## src/rtl/sdram_rd_pkg.sv

```systemverilog
package sdram_rd_pkg;

    typedef enum logic [2:0] {
        CMD_NOP,
        CMD_ACT,
        CMD_RD,
        CMD_PRE,
        CMD_BT
    } cmd_e;

    // {ras_n, cas_n, we_n} for each command, chip select low
    function automatic logic [2:0] cmd_pins(cmd_e c);
        case (c)
            CMD_ACT: return 3'b011;
            CMD_RD:  return 3'b101;
            CMD_PRE: return 3'b010;
            CMD_BT:  return 3'b110;
            default: return 3'b111;
        endcase
    endfunction

endpackage

```

## src/rtl/sdram_cmd_timer.sv

```systemverilog
module sdram_cmd_timer #(
    parameter int TMR_W = 4
) (
    input  logic             clk,
    input  logic             rst_n,
    input  logic             load_en,
    input  logic [TMR_W-1:0] load_val,
    output logic             expired
);
    logic [TMR_W-1:0] cnt_d, cnt_q;

    always_comb begin
        cnt_d = cnt_q;
        if (load_en)
            cnt_d = load_val;
        else if (cnt_q != '0)
            cnt_d = cnt_q - TMR_W'(1);
    end

    always_ff @(posedge clk or negedge rst_n) begin
        if (!rst_n) cnt_q <= '0;
        else        cnt_q <= cnt_d;
    end

    assign expired = (cnt_q == '0);

    // a spacing command may only start once the previous spacing has run out
    assert_load_when_expired_R3: assert property (@(posedge clk) disable iff (!rst_n)
        load_en |-> (cnt_q == '0));

    // the wait shrinks by exactly one per idle cycle (R8 spacing)
    assert_count_down_R8: assert property (@(posedge clk) disable iff (!rst_n)
        (!load_en && cnt_q != '0) |=> (cnt_q == $past(cnt_q) - TMR_W'(1)));

endmodule

```

## src/rtl/sdram_bank_table.sv

```systemverilog
module sdram_bank_table #(
    parameter int BANK_W = 2,
    parameter int ROW_W  = 13
) (
    input  logic              clk,
    input  logic              rst_n,
    input  logic              act_en,
    input  logic              pre_en,
    input  logic [BANK_W-1:0] upd_bank,
    input  logic [ROW_W-1:0]  upd_row,
    input  logic [BANK_W-1:0] q_bank,
    input  logic [ROW_W-1:0]  q_row,
    output logic              q_open,
    output logic              q_hit
);
    localparam int NBANK = 1 << BANK_W;

    logic [NBANK-1:0] vld_d, vld_q;
    logic [ROW_W-1:0] row_d [NBANK];
    logic [ROW_W-1:0] row_q [NBANK];

    for (genvar g = 0; g < NBANK; g++) begin : g_bank
        always_comb begin
            vld_d[g] = vld_q[g];
            row_d[g] = row_q[g];
            if (act_en && upd_bank == BANK_W'(g)) begin
                vld_d[g] = 1'b1;
                row_d[g] = upd_row;
            end else if (pre_en && upd_bank == BANK_W'(g)) begin
                vld_d[g] = 1'b0;
            end
        end

        always_ff @(posedge clk or negedge rst_n) begin
            if (!rst_n) begin
                vld_q[g] <= 1'b0;
                row_q[g] <= '0;
            end else begin
                vld_q[g] <= vld_d[g];
                row_q[g] <= row_d[g];
            end
        end
    end

    assign q_open = vld_q[q_bank];
    assign q_hit  = vld_q[q_bank] && (row_q[q_bank] == q_row);

    // a row is only opened in a bank that is closed
    assert_act_on_closed_R3: assert property (@(posedge clk) disable iff (!rst_n)
        act_en |-> !vld_q[upd_bank]);

    // a precharge only ever targets an open bank
    assert_pre_on_open_R8: assert property (@(posedge clk) disable iff (!rst_n)
        pre_en |-> vld_q[upd_bank]);

endmodule

```

## src/rtl/sdram_rd_valid_pipe.sv

```systemverilog
module sdram_rd_valid_pipe #(
    parameter int CL_MAX = 4,
    parameter int CL_W   = 3
) (
    input  logic            clk,
    input  logic            rst_n,
    input  logic            burst_act,
    input  logic [CL_W-1:0] cas_lat,
    output logic            rd_valid
);
    logic [CL_MAX-1:0] sh_d, sh_q;

    always_comb begin
        sh_d     = {sh_q[CL_MAX-2:0], burst_act};
        rd_valid = 1'b0;
        for (int i = 0; i < CL_MAX; i++) begin
            if (cas_lat == CL_W'(i + 1)) rd_valid = sh_q[i];
        end
    end

    always_ff @(posedge clk or negedge rst_n) begin
        if (!rst_n) sh_q <= '0;
        else        sh_q <= sh_d;
    end

    // a one-cycle latency strobe echoes the mask state of the previous cycle
    assert_cl1_echo_R6: assert property (@(posedge clk) disable iff (!rst_n)
        (cas_lat == CL_W'(1) && $stable(cas_lat)) |-> (rd_valid == sh_q[0]));

endmodule

```

## src/rtl/sdram_rd_seq.sv

```systemverilog
module sdram_rd_seq
    import sdram_rd_pkg::*;
#(
    parameter int BANK_W    = 2,
    parameter int ROW_W     = 13,
    parameter int COL_W     = 9,
    parameter int ADDR_W    = 13,
    parameter int DQM_W     = 2,
    parameter int BURST_LEN = 8,
    parameter int CL_MAX    = 4,
    parameter int TMR_W     = 4,
    parameter int AP_BIT    = 10
) (
    input  logic                          clk,
    input  logic                          rst_n,
    input  logic [$clog2(CL_MAX+1)-1:0]   cfg_cas_lat,
    input  logic [TMR_W-1:0]              cfg_trcd,
    input  logic [TMR_W-1:0]              cfg_trp,
    input  logic                          req_valid,
    output logic                          req_ready,
    input  logic [BANK_W-1:0]             req_bank,
    input  logic [ROW_W-1:0]              req_row,
    input  logic [COL_W-1:0]              req_col,
    input  logic [$clog2(BURST_LEN)-1:0]  req_len,
    output logic                          sdr_cs_n,
    output logic                          sdr_ras_n,
    output logic                          sdr_cas_n,
    output logic                          sdr_we_n,
    output logic [BANK_W-1:0]             sdr_ba,
    output logic [ADDR_W-1:0]             sdr_addr,
    output logic [DQM_W-1:0]              sdr_dqm_n,
    output logic                          rd_valid
);
    localparam int CL_W  = $clog2(CL_MAX + 1);
    localparam int CNT_W = $clog2(BURST_LEN + 1);
    localparam logic [CNT_W-1:0] BURST_C = CNT_W'(BURST_LEN);

    typedef struct packed {
        logic              cur_vld;
        logic [BANK_W-1:0] cur_ba;
        logic [ROW_W-1:0]  cur_row;
        logic [COL_W-1:0]  cur_col;
        logic [CNT_W-1:0]  cur_n;
        logic [CNT_W-1:0]  cnt;     // cycles since last read, saturating
        logic [CNT_W-1:0]  plen;    // words owed by last read
        logic [BANK_W-1:0] pbank;   // bank of last read
        logic              cs_n;
        logic [2:0]        rcw;
        logic [BANK_W-1:0] ba;
        logic [ADDR_W-1:0] addr;
        logic              dqm_act;
    } st_t;

    st_t  d, q;
    cmd_e cmd;
    logic hold, live, same_bank;
    logic tmr_zero, q_open, q_hit;
    logic tmr_load;
    logic [TMR_W-1:0] tmr_val;

    always_comb begin
        d         = q;
        cmd       = CMD_NOP;
        hold      = q.cnt < q.plen;
        live      = q.cnt < BURST_C;
        same_bank = q.cur_vld && (q.cur_ba == q.pbank);

        if (!hold && tmr_zero) begin
            if (live) begin
                if (same_bank && q_hit)  cmd = CMD_RD;
                else if (same_bank)      cmd = CMD_PRE;
                else                     cmd = CMD_BT;
            end else if (q.cur_vld) begin
                if (q_hit)               cmd = CMD_RD;
                else if (q_open)         cmd = CMD_PRE;
                else                     cmd = CMD_ACT;
            end
        end

        if (req_valid && !q.cur_vld) begin
            d.cur_vld = 1'b1;
            d.cur_ba  = req_bank;
            d.cur_row = req_row;
            d.cur_col = req_col;
            d.cur_n   = CNT_W'(req_len) + CNT_W'(1);
        end

        if (live) d.cnt = q.cnt + CNT_W'(1);

        case (cmd)
            CMD_RD: begin
                d.cur_vld      = 1'b0;
                d.cnt          = CNT_W'(1);
                d.plen         = q.cur_n;
                d.pbank        = q.cur_ba;
                d.ba           = q.cur_ba;
                d.addr         = '0;
                d.addr[COL_W-1:0] = q.cur_col;
                d.addr[AP_BIT] = 1'b0;
            end
            CMD_ACT: begin
                d.ba           = q.cur_ba;
                d.addr         = '0;
                d.addr[ROW_W-1:0] = q.cur_row;
            end
            CMD_PRE: begin
                d.cnt          = BURST_C;
                d.ba           = q.cur_ba;
                d.addr[AP_BIT] = 1'b0;
            end
            CMD_BT: begin
                d.cnt          = BURST_C;
            end
            default: ;
        endcase

        d.cs_n    = 1'b0;
        d.rcw     = cmd_pins(cmd);
        d.dqm_act = (cmd == CMD_RD) || hold;

        tmr_load = (cmd == CMD_ACT) || (cmd == CMD_PRE);
        tmr_val  = (cmd == CMD_ACT) ? cfg_trcd : cfg_trp;
    end

    always_ff @(posedge clk or negedge rst_n) begin
        if (!rst_n) begin
            q       <= '0;
            q.cnt   <= BURST_C;
            q.cs_n  <= 1'b1;
            q.rcw   <= 3'b111;
        end else begin
            q <= d;
        end
    end

    sdram_cmd_timer #(.TMR_W(TMR_W)) u_timer (
        .clk      (clk),
        .rst_n    (rst_n),
        .load_en  (tmr_load),
        .load_val (tmr_val),
        .expired  (tmr_zero)
    );

    sdram_bank_table #(.BANK_W(BANK_W), .ROW_W(ROW_W)) u_banks (
        .clk      (clk),
        .rst_n    (rst_n),
        .act_en   (cmd == CMD_ACT),
        .pre_en   (cmd == CMD_PRE),
        .upd_bank (q.cur_ba),
        .upd_row  (q.cur_row),
        .q_bank   (q.cur_ba),
        .q_row    (q.cur_row),
        .q_open   (q_open),
        .q_hit    (q_hit)
    );

    sdram_rd_valid_pipe #(.CL_MAX(CL_MAX), .CL_W(CL_W)) u_vpipe (
        .clk       (clk),
        .rst_n     (rst_n),
        .burst_act (q.dqm_act),
        .cas_lat   (cfg_cas_lat),
        .rd_valid  (rd_valid)
    );

    assign req_ready = !q.cur_vld;
    assign sdr_cs_n  = q.cs_n;
    assign sdr_ras_n = q.rcw[2];
    assign sdr_cas_n = q.rcw[1];
    assign sdr_we_n  = q.rcw[0];
    assign sdr_ba    = q.ba;
    assign sdr_addr  = q.addr;
    assign sdr_dqm_n = {DQM_W{~q.dqm_act}};

    // read and precharge never request auto/all-bank precharge
    assert_ap_low_R4: assert property (@(posedge clk) disable iff (!rst_n)
        (!q.cs_n && (q.rcw == 3'b101 || q.rcw == 3'b010)) |-> !q.addr[AP_BIT]);

    // while requested words are still owed, the pins show NOP with masks low
    assert_nop_in_burst_R5: assert property (@(posedge clk) disable iff (!rst_n)
        hold |=> (q.rcw == 3'b111) && q.dqm_act);

    // the cycle after the last owed word of a short burst carries a command
    assert_trunc_on_time_R9: assert property (@(posedge clk) disable iff (!rst_n)
        (q.plen != '0 && q.cnt == q.plen && q.cnt < BURST_C) |=> (q.rcw != 3'b111));

endmodule

```

## config.mk

```make
export PLATFORM = sky130hd
export DESIGN_NAME = sdram_rd_seq
export DESIGN_NICKNAME = d
export VERILOG_FILES = /design/src/rtl/sdram_rd_pkg.sv /design/src/rtl/sdram_cmd_timer.sv /design/src/rtl/sdram_bank_table.sv /design/src/rtl/sdram_rd_valid_pipe.sv /design/src/rtl/sdram_rd_seq.sv
export SDC_FILE = /design/constraint.sdc
export NUM_CORES = 1
export LEC_CHECK = 0
export BUFFER_PORTS_ARGS = -buffer_cell sky130_fd_sc_hd__buf_2
export CAP_MARGIN = 20
export CORE_AREA = 2 2 152 154
export DETAILED_ROUTE_END_ITERATION = 10
export DIE_AREA = 0 0 154 156
export GPL_TIMING_DRIVEN = 0
export HOLD_SLACK_MARGIN = 0.05
export PLACE_DENSITY = 0.43
export SLEW_MARGIN = 20
export SYNTH_ARGS = -nofsm -noshare
export SYNTH_HDL_FRONTEND = slang
export SYNTH_SLANG_ARGS = --single-unit
```

## constraint.sdc

```tcl
create_clock -name clk -period 6.1 [get_ports clk]
set_clock_uncertainty 0.1 [all_clocks]
set_input_delay 0.305 -clock clk [delete_from_list [all_inputs] [get_ports clk]]
set_output_delay 0.305 -clock clk [all_outputs]
set_load 0.05 [all_outputs]
```

; Yosys cells after proc, flatten, opt, wreduce, memory -nomap -nowiden
; Index checks and enable logic that the tools add are counted.
[totals]
reg_bits = 123
in_bits = 41
output_inout_bits = 23
word_cells = 113
[op_classes]
addsub = 3
order_cmp = 4
n_eq_ne = 13
n_mux = 35
n_bitwise = 2
n_reduce_logical = 32
[ops]
columns = cell, count
row1 = 29-bit two-way mux, 1
row2 = 13-bit binary-select mux with 2-bit select, 1
row3 = 13-bit two-way mux, 2
row4 = 10-bit one-hot mux with 2 select lines, 1
row5 = 4-bit two-way mux, 4
row6 = 2-bit nonzero test, 8
row7 = 1-bit two-way mux, 14
row8 = 13-bit == test, 1
row9 = 1-bit logical AND, 13
row10 = "3-bit by 2-bit == test with 1-bit output, second input constant", 4
row11 = 3-bit two-way mux, 4
row12 = 3-bit one-hot mux with 4 select lines, 1
row13 = 4-bit one-hot mux with 2 select lines, 1
row14 = "3-bit by 1-bit == test with 1-bit output, second input constant", 2
row15 = "3-bit == test, second input constant", 2
row16 = 2-bit two-way mux, 3
row17 = "3-bit by 1-bit adder with 4-bit output, second input constant", 1
row18 = "4-bit by 1-bit adder with 4-bit output, second input constant", 1
row19 = "2-bit == test, second input constant", 2
row20 = 4-bit zero test, 1
row21 = 4-bit < comparator, 1
row22 = "4-bit < comparator, second input constant", 1
row23 = 2-bit one-hot mux with 2 select lines, 1
row24 = 4-bit nonzero test, 1
row25 = 15 further kinds, 18

; Longest topological paths before layout
; Gate-level depths: netlist (run 1).
[logic_depth]
depth_word = 14
ltp_mapped = 10
ltp_nobuf = 7

; Cells and area by module
; Synthesis (run 1) repeated with hierarchy kept, for this count alone.
[hier_totals]
cells_unflattened = 420
area_unflattened_um2 = 5744.3
[modules_own_cells]
columns = mod, n_inst, cells_per_inst, area_each_um2, seq_area_each_um2
row1 = sdram_bank_table, 1, 181, 2693.8, 1401.3
row2 = sdram_rd_seq, 1, 206, 2665.1, 1482.7
row3 = sdram_cmd_timer, 1, 22, 234.0, 100.1
row4 = sdram_rd_valid_pipe, 1, 11, 151.4, 100.1

; Least setup slack after synthesis (run 1)
; No wires, ideal clock.
[synth_timing]
path_kind = register -> register
start = reg q[56] in the netlist's numbering
end = reg q[21] in the netlist's numbering
setup_ns = 0.125
t_arrival_ns = 2.572
required_time_ns = 5.875
setup_slack_ns = 3.302
path_stages_with_launch = 10
path_buffers = 3
period_less_slack_ns = 2.798
path_cell_list = dfrtp_1 buf_6 buf_12 mux4_1 xnor2_1 nand4_1 a2111oi_4 and2_4 buf_12 mux2_4
[synth_via]
elab_chain_cells = 11
word_cells_on_any_way = 19
classes_between = eq/ne (3) / mux (12) / bitwise (1) / reduce/logical (3)
[synth_rtl]
columns = item, line_no
row1 = "start, declared", sdram_rd_seq.sv:54  ; st_t d, q;
row2 = 2-bit inverter with 3-bit output (implied by the code), sdram_bank_table.sv:46  ; assign q_hit = vld_q[q_bank] && (row_q[q_bank] == q_row);
row3 = 13-bit binary-select mux with 2-bit select, sdram_bank_table.sv:46
row4 = 13-bit two-way mux (implied by the code) (2 in series), sdram_bank_table.sv:46
row5 = 13-bit == test, sdram_bank_table.sv:46
row6 = 1-bit logical AND, sdram_bank_table.sv:46
row7 = 2-bit two-way mux or 1-bit logical AND (tied branches), "sdram_rd_seq.sv:74, sdram_rd_seq.sv:70"
row8 = 2-bit two-way mux or 3-bit two-way mux (tied branches), "sdram_rd_seq.sv:73, sdram_rd_seq.sv:70"
row9 = 3-bit two-way mux *, sdram_rd_seq.sv:69  ; if (live) begin
row10 = 3-bit two-way mux *, sdram_rd_seq.sv:68  ; if (!hold && tmr_zero) begin
row11 = 3-bit by 2-bit == test with 1-bit output *, sdram_rd_seq.sv:90  ; case (cmd)
; Every way passes the cells marked *; elsewhere a longest branch is shown, timed or not. The select of a mux whose other input is x is not followed.
; A chain may end at the register's enable or synchronous reset.

; Final worst setup path (run 1)
[layout_timing]
start = reg q[57] in the netlist's numbering
end = reg q[23] in the netlist's numbering
; The elaborated chain is that of the path after synthesis.

==> metrics.txt, run 1 <==
Flop pwr share 36.4%; Num Clock Sinks 123; crit end category flop; Yosys warnings 0; Routability Congestion 0.7624; clock network power share 35.7%; nets 577; slew margin rel. 44.84%; largest net degree at the start of global routing 88; Fin. Hold Viols 0; mapped cell area 0.005715 mm^2; hold_ws 0.07454 ns; combinational share of power 27.9%; commonest non-fill, non-tap cell in the layout dfrtp_1; Yosys top cell by area dfrtp_1; # Max-Cap Violations 0; Routed Antenna Nets 0; detailed-router iteration count before antenna repair 4; Worst Path Required 6.30 ns; Pins Over Slew Limit 0; clock latency on the worst-skew pair 0.42 ns; Area Growth Syn to Fin 28.87%; Worst VDD drop 141.8 uV; overall power 3.270 mW; crit share post-route 57.91%; Avg Cell Area, Syn 13.61 um^2; Via density 4.416; Post-synth EDFFs 0; hpwl dp 9537 um; synth unique cells 46; Hold WC Path Type in2reg; initial antenna violation count 0; crit start category flop; TNS Setup 0 ns; Post-synth top flop dfrtp_1; diode count 0; RSZ-0062 raised after global routing false; # rows 55; top cells by area, synth dfrtp_1 (52%), mux2_2 (16%), mux4_1 (5.5%); die area 0.02402 mm^2; Post-Layout Cell Count 827; crit path max fanout 10; Synthesized Nets 468; GRT Residual Overflow 0; core area 0.02237 mm^2; flop-to-flop setup slack 2.57 ns; worst r2r src q[57]$_DFFE_PN0P_; ys async rst share 100.0%; Peak Freq 0.2831 GHz; total routed wirelength 13740 um; DRC Markers 0; first-pass GRT wire length 21960 um; I/O Pins 64; sequential share of the synthesized area 53.96%; postcts setup bufs 0; sw power 995.7 uW; Iteration-0 DRC Markers 161; FF-to-FF End q[23]$_DFFE_PN0P_; commonest cells after routing, fill and taps aside dfrtp_1 (118), mux2_2 (81), buf_2 (69); clock buffer count from CTS 17; Arr. time, crit path 3.74 ns; starting density of the core 25.56%; minimum clock period 3.532 ns; CTS root buffer clkbuf_16; CTS tree built; Resize count post-CTS 0; Max clock buf depth 2; Yosys top cell area share 51.66%; All-Layer GR Usage 12.14%; Critical Path End q[23]$_DFFE_PN0P_; fillers 2239; placed insts 769; slew at the pin with the worst max-slew slack 0.8274 ns; worst setup path startpoint q[57]$_DFFE_PN0P_; Internal 2.274 mW; outcome completed; FF/Latch Area 0.003084 mm^2; Reg2Reg Depth 9; Syn Inst Count 420; Die Y 156 um; multi-input gate area in the final layout 0.002331 mm^2; clock-pin slew of the registers on the worst-case setup and hold paths 0.06 ns; # H-tree levels 4; worst setup path class reg2reg; Worst Min Path Start req_bank[1]; Avg WL per Cell 16.61 um; share of cells above drive strength 1 40.04%; # setup viols final 0; leakage power 3.373 nW; Power Dens Cells 444.0 mW/mm^2; Vias 3652; number of global-route vias before repair 3937; Die Width 154 um; Sw Share 30.45%; IO Port Bufs 63; Synth Register Bits 123
## synth_stat cells, types with 2 or more instances
cell,n
a21oi_1,9
a221o_1,8
a31oi_1,5
and2_1,9
buf_1,4
buf_12,2
buf_2,7
buf_4,17
clkbuf_1,7
dfrtp_1,118
dfstp_2,5
ha_1,7
inv_1,12
mux2_2,81
mux2_4,3
mux2i_1,11
mux4_1,12
nand2_1,15
nand2b_1,3
nand3_1,5
nand4_1,4
nor2_1,10
nor2b_1,6
nor3_1,5
o21ai_0,12
o31a_1,2
or3_1,3
xnor2_1,19
xor2_1,2
## registers in the layout (all words and copies together), names as in the netlist
name           flops
sdr_cas_n          1
sdr_we_n           1
q                 40
u_banks.vld_q      4
sdr_ba             2
u_timer.cnt_q      4
u_banks.row_q     52
sdr_ras_n          1
u_vpipe.sh_q       4
sdr_addr          13
sdr_cs_n           1
## cells by family (layout without fill, tap and decap cells)
kind of cell    Yosys count  count (layout)  synth area share, %
other cells               1               1              0.06561
xor+xnor                 21              21                3.218
simple gates             64              64                5.736
flops                   123             123                53.96
mux                     107             107                24.19
fa+ha+maj                 7               7                1.532
buf+inv                  50             172                5.254
compound gates           47              47                6.043
## critical path, cell delays in order (launching register included)
cell and delay, ns:
dfrtp_1 0.32, clkbuf_1 0.35, buf_2 0.40, mux4_1 0.36, xnor2_1 0.20, nand4_1 0.20, a2111oi_4 0.73, and2_4 0.31
buf_12 0.14, mux2_4 0.30
## worst min path at each step
stage	end	slack [ns]	depth (start not counted)
finish	q[57]$_DFFE_PN0P_	0.07	2
global route	q[57]$_DFFE_PN0P_	0.06	2
CTS	q[57]$_DFFE_PN0P_	0.05	2
detailed placement	u_banks.row_q[22]$_DFFE_PN0P_	0.11	1
global placement	u_vpipe.sh_q[3]$_DFF_PN0_	0.25	0
floorplan	q[0]$_DFF_PN0_	-0.09	0
## power by group through the flow
| stage | Sequential, mW | Clock (mW) | Combinational (mW) |
|---|---|---|---|
| 2_1_floorplan | 1.16 | 0 | 0.721 |
| 3_3_place_gp | 1.19 | 0 | 0.895 |
| 3_5_place_dp | 1.20 | 0 | 0.916 |
| 4_1_cts | 1.19 | 1.19 | 0.931 |
| 5_1_grt | 1.22 | 1.23 | 0.994 |
| 6_report | 1.19 | 1.17 | 0.913 |
## through the flow
stage / setup slack (ns) / util [%] / instance area, um^2
2_1_floorplan: 3.302 / - / 5715
5_1_grt: 2.339 / 32.93 / 7366
3_5_place_dp: 2.477 / 28.73 / 6425
4_1_cts: 2.489 / 32.93 / 7366
6_report: 2.568 / 32.93 / 7366
3_3_place_gp: 2.483 / 28.56 / 6387
## layout make-up
class / count / share of cell area [%]
clock buffers: 18 / 5.962
multi-input cells: 247 / 31.65
well taps: 285 / 4.841
repair buffers: 90 / 8.323
plain buffers: 38 / 3.465
clock inverters: 14 / 3.278
inverters: 12 / 0.6115
flip-flops and latches: 123 / 41.87
## metal layers
layer  vias to the layer above  track usage [%]  routed length, um
met4                         0            4.539                212
li1                       1726                -                  -
met1                      1849            15.20               6270
met3                        18            2.944                483
met5                         -                0                  0
met2                        59            20.37               6770
## timing repair
item | 4_1_cts | 5_1_grt
endpoints found under the setup margin | 0 | 0
hold buffers | 26 | 0
endpoints found under the hold margin | 61 | 0
No activity file was read; power rests on OpenSTA's default activity.
==> run 2, diff against run 1 <==
Clock period 6.1 ns to 3.5 ns, I/O delays scaled along.
==> run 2 against run 1 <==
  * Clock power is 74% higher
  * Setup slack worse by 2.3 ns
  * Hold slack worse by 0.014 ns
  * Fmax is 11% higher
  * Count of clock-buffer cells in the layout stayed put
  * Flip-flop and latch count stayed put
  * Core utilization is 0.37 points higher
  * Total power is 74% higher
  * Via count is 1.3% higher
  * Critical path type unchanged
==> metrics.txt, run 2 (synthesis gave the netlist of run 1 again) <==
Peak Freq 0.3139 GHz (+11%); All-Layer GR Usage 12.23% (+0.090 points); placed insts 769 (unchanged); diode count 0 (unchanged); flop-to-flop setup slack 0.31 ns (-2.25 ns); overall power 5.705 mW (+74%); RSZ-0062 raised after global routing false; slew margin rel. 47.36% (+2.5 points); clock buffer count from CTS 17 (unchanged); Biggest register u_banks.row_q; die area 0.02402 mm^2 (unchanged); Fin. Hold Viols 0 (unchanged); Die Y 156 um (unchanged); first-pass GRT wire length 22120 um (+0.76%); initial antenna violation count 0 (unchanged); Die Width 154 um (unchanged); crit end category flop; worst r2r src q[56]$_DFFE_PN0P_; Area Growth Syn to Fin 30.34%; FF-to-FF End u_banks.row_q[33]$_DFFE_PN0P_; # rows 55 (unchanged); crit start category flop; FF/Latch Area 0.003084 mm^2 (unchanged); Hold WC Path Type in2reg; leakage power 3.410 nW (+1.1%); Reg2Reg Depth 9 (unchanged); TNS Setup 0 ns (unchanged); Post-Layout Cell Count 835 (+0.97%); worst setup path class reg2reg; outcome completed; Avg WL per Cell 16.56 um (-0.30%); commonest non-fill, non-tap cell in the layout dfrtp_1; Via density 4.432 (+0.37%); CTS tree built; Arr. time, crit path 3.38 ns (-0.36 ns); Routed Antenna Nets 0 (unchanged); hpwl dp 9537 um (unchanged); GRT Residual Overflow 0 (unchanged); multi-input gate area in the final layout 0.002331 mm^2 (unchanged); starting density of the core 25.56% (unchanged); Placed Area 0.006425 mm^2 (unchanged); commonest cells after routing, fill and taps aside dfrtp_1 (118), mux2_2 (81), buf_2 (68); number of global-route vias before repair 3984 (+1.2%); # Max-Cap Violations 0 (unchanged); Num Clock Sinks 123 (unchanged); share of cells above drive strength 1 39.82% (-0.22 points); # H-tree levels 4 (unchanged); Max clock buf depth 2 (unchanged); DRC Markers 0 (unchanged); slew at the pin with the worst max-slew slack 0.7896 ns (-0.03782 ns); clock latency on the worst-skew pair 0.42 ns (about the same); Routability Congestion 0.7624 (unchanged); fillers 2240 (+0.045%); minimum clock period 3.186 ns (-0.3464 ns); # setup viols final 0 (unchanged); core area 0.02237 mm^2 (unchanged); hold path cells 3 (+1); Worst VDD drop 242.1 uV (+71%); crit share post-route 91.03% (+33 points); Worst Min Path Start cfg_trp[2]; CTS root buffer clkbuf_16; Placement Setup Slack -0.1234 ns (-2.600 ns); detailed-router iteration count before antenna repair 4 (unchanged); largest net degree at the start of global routing 88 (unchanged); Iteration-0 DRC Markers 160 (-0.62%); worst setup path startpoint q[56]$_DFFE_PN0P_; max reg flops 52 (unchanged); final instance area 0.007450 mm^2 (+1.1%); I/O Pins 64 (unchanged); total routed wirelength 13830 um (+0.66%); hold path endpoint u_timer.cnt_q[2]$_DFFE_PN0P_; Vias 3701 (+1.3%); final setup margin 0.3141 ns (-2.254 ns); Power Dens Cells 765.8 mW/mm^2 (+72%); IO Port Bufs 63 (unchanged); nets 585 (+1.4%); crit path max fanout 10 (unchanged); clock-pin slew of the registers on the worst-case setup and hold paths 0.06 ns (about the same); Worst Path Required 3.70 ns (-2.60 ns); Pins Over Slew Limit 0 (unchanged)
==> run 2: cell count changes in the layout (fill, tap and decap cells not counted), sizes merged <==
cell,before,now
clkbuf,25,24
dlygate4sd3,26,33
buf,95,97
==> run 2: area by class of cell <==
class                   count  area share [%]
clock inverters            14           3.242
clock buffers              18           5.895
multi-input cells         247           31.29
flip-flops and latches    123           41.40
well taps                 285           4.787
plain buffers              37           3.409
repair buffers             99           9.372
inverters                  12          0.6046
==> run 2: metrics by stage <==
stage	util, %	hold WS, ns
global route	33.31	0.06092
floorplan	-	-0.2206
CTS	33.33	0.05803
finish	33.31	0.06085
global placement	28.56	0.2549
detailed placement	28.73	-0.02098
==> run 2: worst max-delay path by stage <==
| stage | cells past startpoint | endpoint | slack (ns) |
|---|---|---|---|
| 6_report | 9 | u_banks.row_q[33]$_DFFE_PN0P_ | 0.31 |
| 3_5_place_dp | 9 | q[23]$_DFFE_PN0P_ | -0.12 |
| 3_3_place_gp | 9 | q[22]$_DFFE_PN0P_ | -0.12 |
| 4_1_cts | 10 | u_banks.row_q[34]$_DFFE_PN0P_ | 0.10 |
| 5_1_grt | 9 | u_banks.row_q[33]$_DFFE_PN0P_ | 0.12 |
| 2_1_floorplan | 9 | q[21]$_DFFE_PN0P_ | 0.70 |
==> run 2: critical path, stage by stage (launching register included) <==
cell      delay, ns
dfrtp_1        0.34
buf_6          0.14
buf_12         0.15
mux4_1         0.64
nand2b_1       0.26
nor3_1         0.26
buf_2          0.29
nand2_1        0.25
buf_2          0.31
mux2_2         0.31
==> run 2: metal layers <==
| metal | vias up | global-route usage [%] | share of wire (%) |
|---|---|---|---|
| met5 | - | 0 | 0 |
| met4 | 0 | 4.539 | 1.4 |
| met3 | 17 | 2.833 | 3.1 |
| met2 | 67 | 20.69 | 50 |
| met1 | 1877 | 15.27 | 46 |
| li1 | 1740 | - | - |
==> run 2: repair_timing <==
item / CTS / global route
pin swaps: 1 / 0
resized for setup: 1 / 0
setup endpoints to repair: 13 / 34
buffers inserted: 2 / 0
hold endpoints to repair: 152 / 0
hold buffers: 33 / 0
==> run 2: power by group <==
part	switching [mW]	internal, mW
logic	0.819	0.773
registers	0.239	1.84
clock network	0.678	1.36
==> run 3, diff against run 2 <==
Settings changed: ABC_AREA set to 1, CORE_AREA 2 2 152 154 to 2 2 155 157, DIE_AREA 0 0 154 156 to 0 0 157 159.
==> run 3 against run 2 <==
  * Flip-flop and latch count unchanged
  * Wire length increased by 28%
  * Combinational power increased by 30%
  * Count of clock-buffer cells in the layout increased by 7
  * Critical path type unchanged
  * Largest cell class unchanged
==> metrics.txt, run 3 <==
share of cells above drive strength 1 19.48% (-20 points); max reg flops 52 (unchanged); Arr. time, crit path 3.37 ns (about the same); Worst VDD drop 346.1 uV (+43%); CTS root buffer clkbuf_16; slew margin rel. 60.40% (+13 points); die area 0.02496 mm^2 (+3.9%); largest net degree at the start of global routing 73 (-17%); RSZ-0062 raised after global routing false; total routed wirelength 17720 um (+28%); Hold WC Path Type in2reg; Area Growth Syn to Fin 29.18%; mapped cell area 0.005947 mm^2 (+4.0%); I/O Pins 64 (unchanged); Routed Antenna Nets 0 (unchanged); diode count 0 (unchanged); core area 0.02319 mm^2 (+3.7%); CTS tree built; top-count cell post-synth nand2_1; Max clock buf depth 2 (unchanged); Yosys top cell area share 49.65% (-2.0 points); Die Y 159 um (+1.9%); top cells by area, synth dfrtp_1 (50%), nand2_1 (20%), o21ai_1 (3.6%); detailed-router iteration count before antenna repair 5 (+1); commonest cells after routing, fill and taps aside nand2_1 (315), dfrtp_1 (118), buf_2 (68); Biggest register u_banks.row_q; first-pass GRT wire length 28290 um (+28%); nets 887 (+52%); final setup margin 0.3400 ns (+0.02597 ns); IO Port Bufs 63 (unchanged); Fin. Hold Viols 0 (unchanged); Synthesized Nets 768 (+64%); crit end category flop; crit path max fanout 10 (unchanged); Post-synth EDFFs 0 (unchanged); Peak Freq 0.3165 GHz (+0.82%); GRT Residual Overflow 0 (unchanged); Die Width 157 um (+1.9%); clock-pin slew of the registers on the worst-case setup and hold paths 0.05 ns (about the same); clock buffer count from CTS 17 (unchanged); DRC Markers 0 (unchanged); # Max-Cap Violations 0 (unchanged); Power Dens Cells 802.4 mW/mm^2 (+4.8%); postcts setup bufs 0 (-2); worst setup path class reg2reg; Placed Area 0.006699 mm^2 (+4.3%); crit start category flop; leakage power 3.929 nW (+15%); Avg WL per Cell 15.13 um (-8.6%); number of global-route vias before repair 4939 (+24%); commonest non-fill, non-tap cell in the layout nand2_1; All-Layer GR Usage 14.99% (+2.8 points); fillers 2473 (+10%); Post-synth top flop dfrtp_1; starting density of the core 25.64% (+0.087 points); ys async rst share 100.0% (unchanged); Iteration-0 DRC Markers 290 (+81%); Vias 5025 (+36%); # rows 56 (+1.8%); Num Clock Sinks 123 (unchanged); Synth Register Bits 123 (unchanged); initial antenna violation count 0 (unchanged); Reg2Reg Depth 17 (+8); # H-tree levels 4 (unchanged); hold_ws 0.06175 ns (+0.0009029 ns); Post-Layout Cell Count 1171 (+40%); Core Util, Final 33.12% (-0.18 points); Via density 4.291 (-3.2%); final instance area 0.007682 mm^2 (+3.1%); Yosys top cell by area dfrtp_1; Placement Setup Slack 0.6064 ns (+0.7298 ns); synth unique cells 35 (-24%); overall power 6.164 mW (+8.0%); Avg Cell Area, Syn 8.260 um^2 (-39%); hold path cells 5 (+2); TNS Setup 0 ns (unchanged); crit share post-route 90.28% (-0.74 points); minimum clock period 3.160 ns (-0.02597 ns); outcome completed; Worst Path Required 3.71 ns (about the same); clock latency on the worst-skew pair 0.42 ns (about the same); sequential share of the synthesized area 51.86% (-2.1 points); Yosys warnings 0 (unchanged); Pins Over Slew Limit 0 (unchanged); Routability Congestion 0.7568 (-0.73%); slew at the pin with the worst max-slew slack 0.5940 ns (-0.1956 ns); placed insts 1103 (+43%); synth cell count leaders nand2_1 (315), dfrtp_1 (118), inv_1 (47); Syn Inst Count 720 (+71%); hpwl dp 12060 um (+27%); # setup viols final 0 (unchanged)
## run 3: cell count changes after synthesis, moves of 9 or more
cell     previous run  this run
o21ai_0            12        33
inv_1              12        47
xnor2_1            19         2
o21ai_1             0        43
mux2i_1            11         0
nand3_1             5        30
mux4_1             12         0
mux2_2             81         0
o21ai_2             0        14
and2_1              9         0
nand2_1            15       315
## run 3: power breakdown
group	total [mW]	internal [mW]	leakage (nW)	switching, mW
combinational	2.07	0.763	2.08	1.30
sequential	2.20	1.92	1.54	0.275
clock	1.90	1.25	0.301	0.651
total	6.16	3.93	3.93	2.23
## run 3: cell type report
class                      count  area, um^2  share of cell area [%]
buffer                        42       307.8                   4.007
tap                          319       399.1                   5.195
clock buffer                  25       485.5                   6.319
multi-input combinational    503        2352                   30.62
timing repair buffer         100       713.2                   9.283
inverter                      52       202.7                   2.638
clock inverter                 7       137.6                   1.792
sequential                   123        3084                   40.15
## run 3: routing by layer
| metal | up-vias | global-route usage [%] | part of all wire (%) |
|---|---|---|---|
| li1 | 2511 | - | - |
| met1 | 2394 | 21.54 | 50 |
| met2 | 107 | 22.75 | 45 |
| met3 | 13 | 3.293 | 4.1 |
| met4 | 0 | 3.962 | 1.1 |
| met5 | - | 0 | 0 |
## run 3: path summary, 6_finish.rpt
kind / startpoint / endpoint / slack (ns)
worst max register to register: q[57]$_DFFE_PN0P_ / u_timer.cnt_q[3]$_DFFE_PN0P_ / 0.34
worst min-delay path: cfg_trcd[0] / u_timer.cnt_q[0]$_DFFE_PN0P_ / 0.06
worst min register to register: u_vpipe.sh_q[2]$_DFF_PN0_ / u_vpipe.sh_q[3]$_DFF_PN0_ / 0.27
max in group asynchronous: rst_n / sdr_ras_n$_DFF_PN1_ / 2.41
worst max-delay path: q[57]$_DFFE_PN0P_ / u_timer.cnt_q[3]$_DFFE_PN0P_ / 0.34
min in group asynchronous: rst_n / u_banks.row_q[47]$_DFFE_PN0P_ / 0.14
## run 3: kinds of logic (layout without fill, tap and decap cells)
logic type      count (synthesis)  after routing  synth area share [%]
simple gates                  383            383                 27.06
flops                         123            123                 51.86
compound gates                107            107                 10.23
buf+inv                        94            226                 8.584
fa+ha+maj                       7              7                 1.473
xor+xnor                        5              5                0.7365
other cells                     1              1               0.06306
## run 3: what timing repair did
item	in CTS	in global routing
gates resized for setup	0	0
hold buffers	36	0
hold endpoints to repair	155	0
## run 3: worst max-delay path, cell delays in order, from the launching register on
cell and delay [ns]:
dfrtp_1 0.40, inv_2 0.22, buf_2 0.34, nand2_1 0.09, nand2_1 0.13, nand2_1 0.07, nor2_1 0.10, nand2_1 0.08
nor2_1 0.16, nand2_2 0.15, nand3_4 0.17, inv_6 0.08, buf_4 0.19, nand2_1 0.07, nand3_1 0.05, dlygate4sd3_1 0.55
nand2_1 0.06, inv_1 0.04
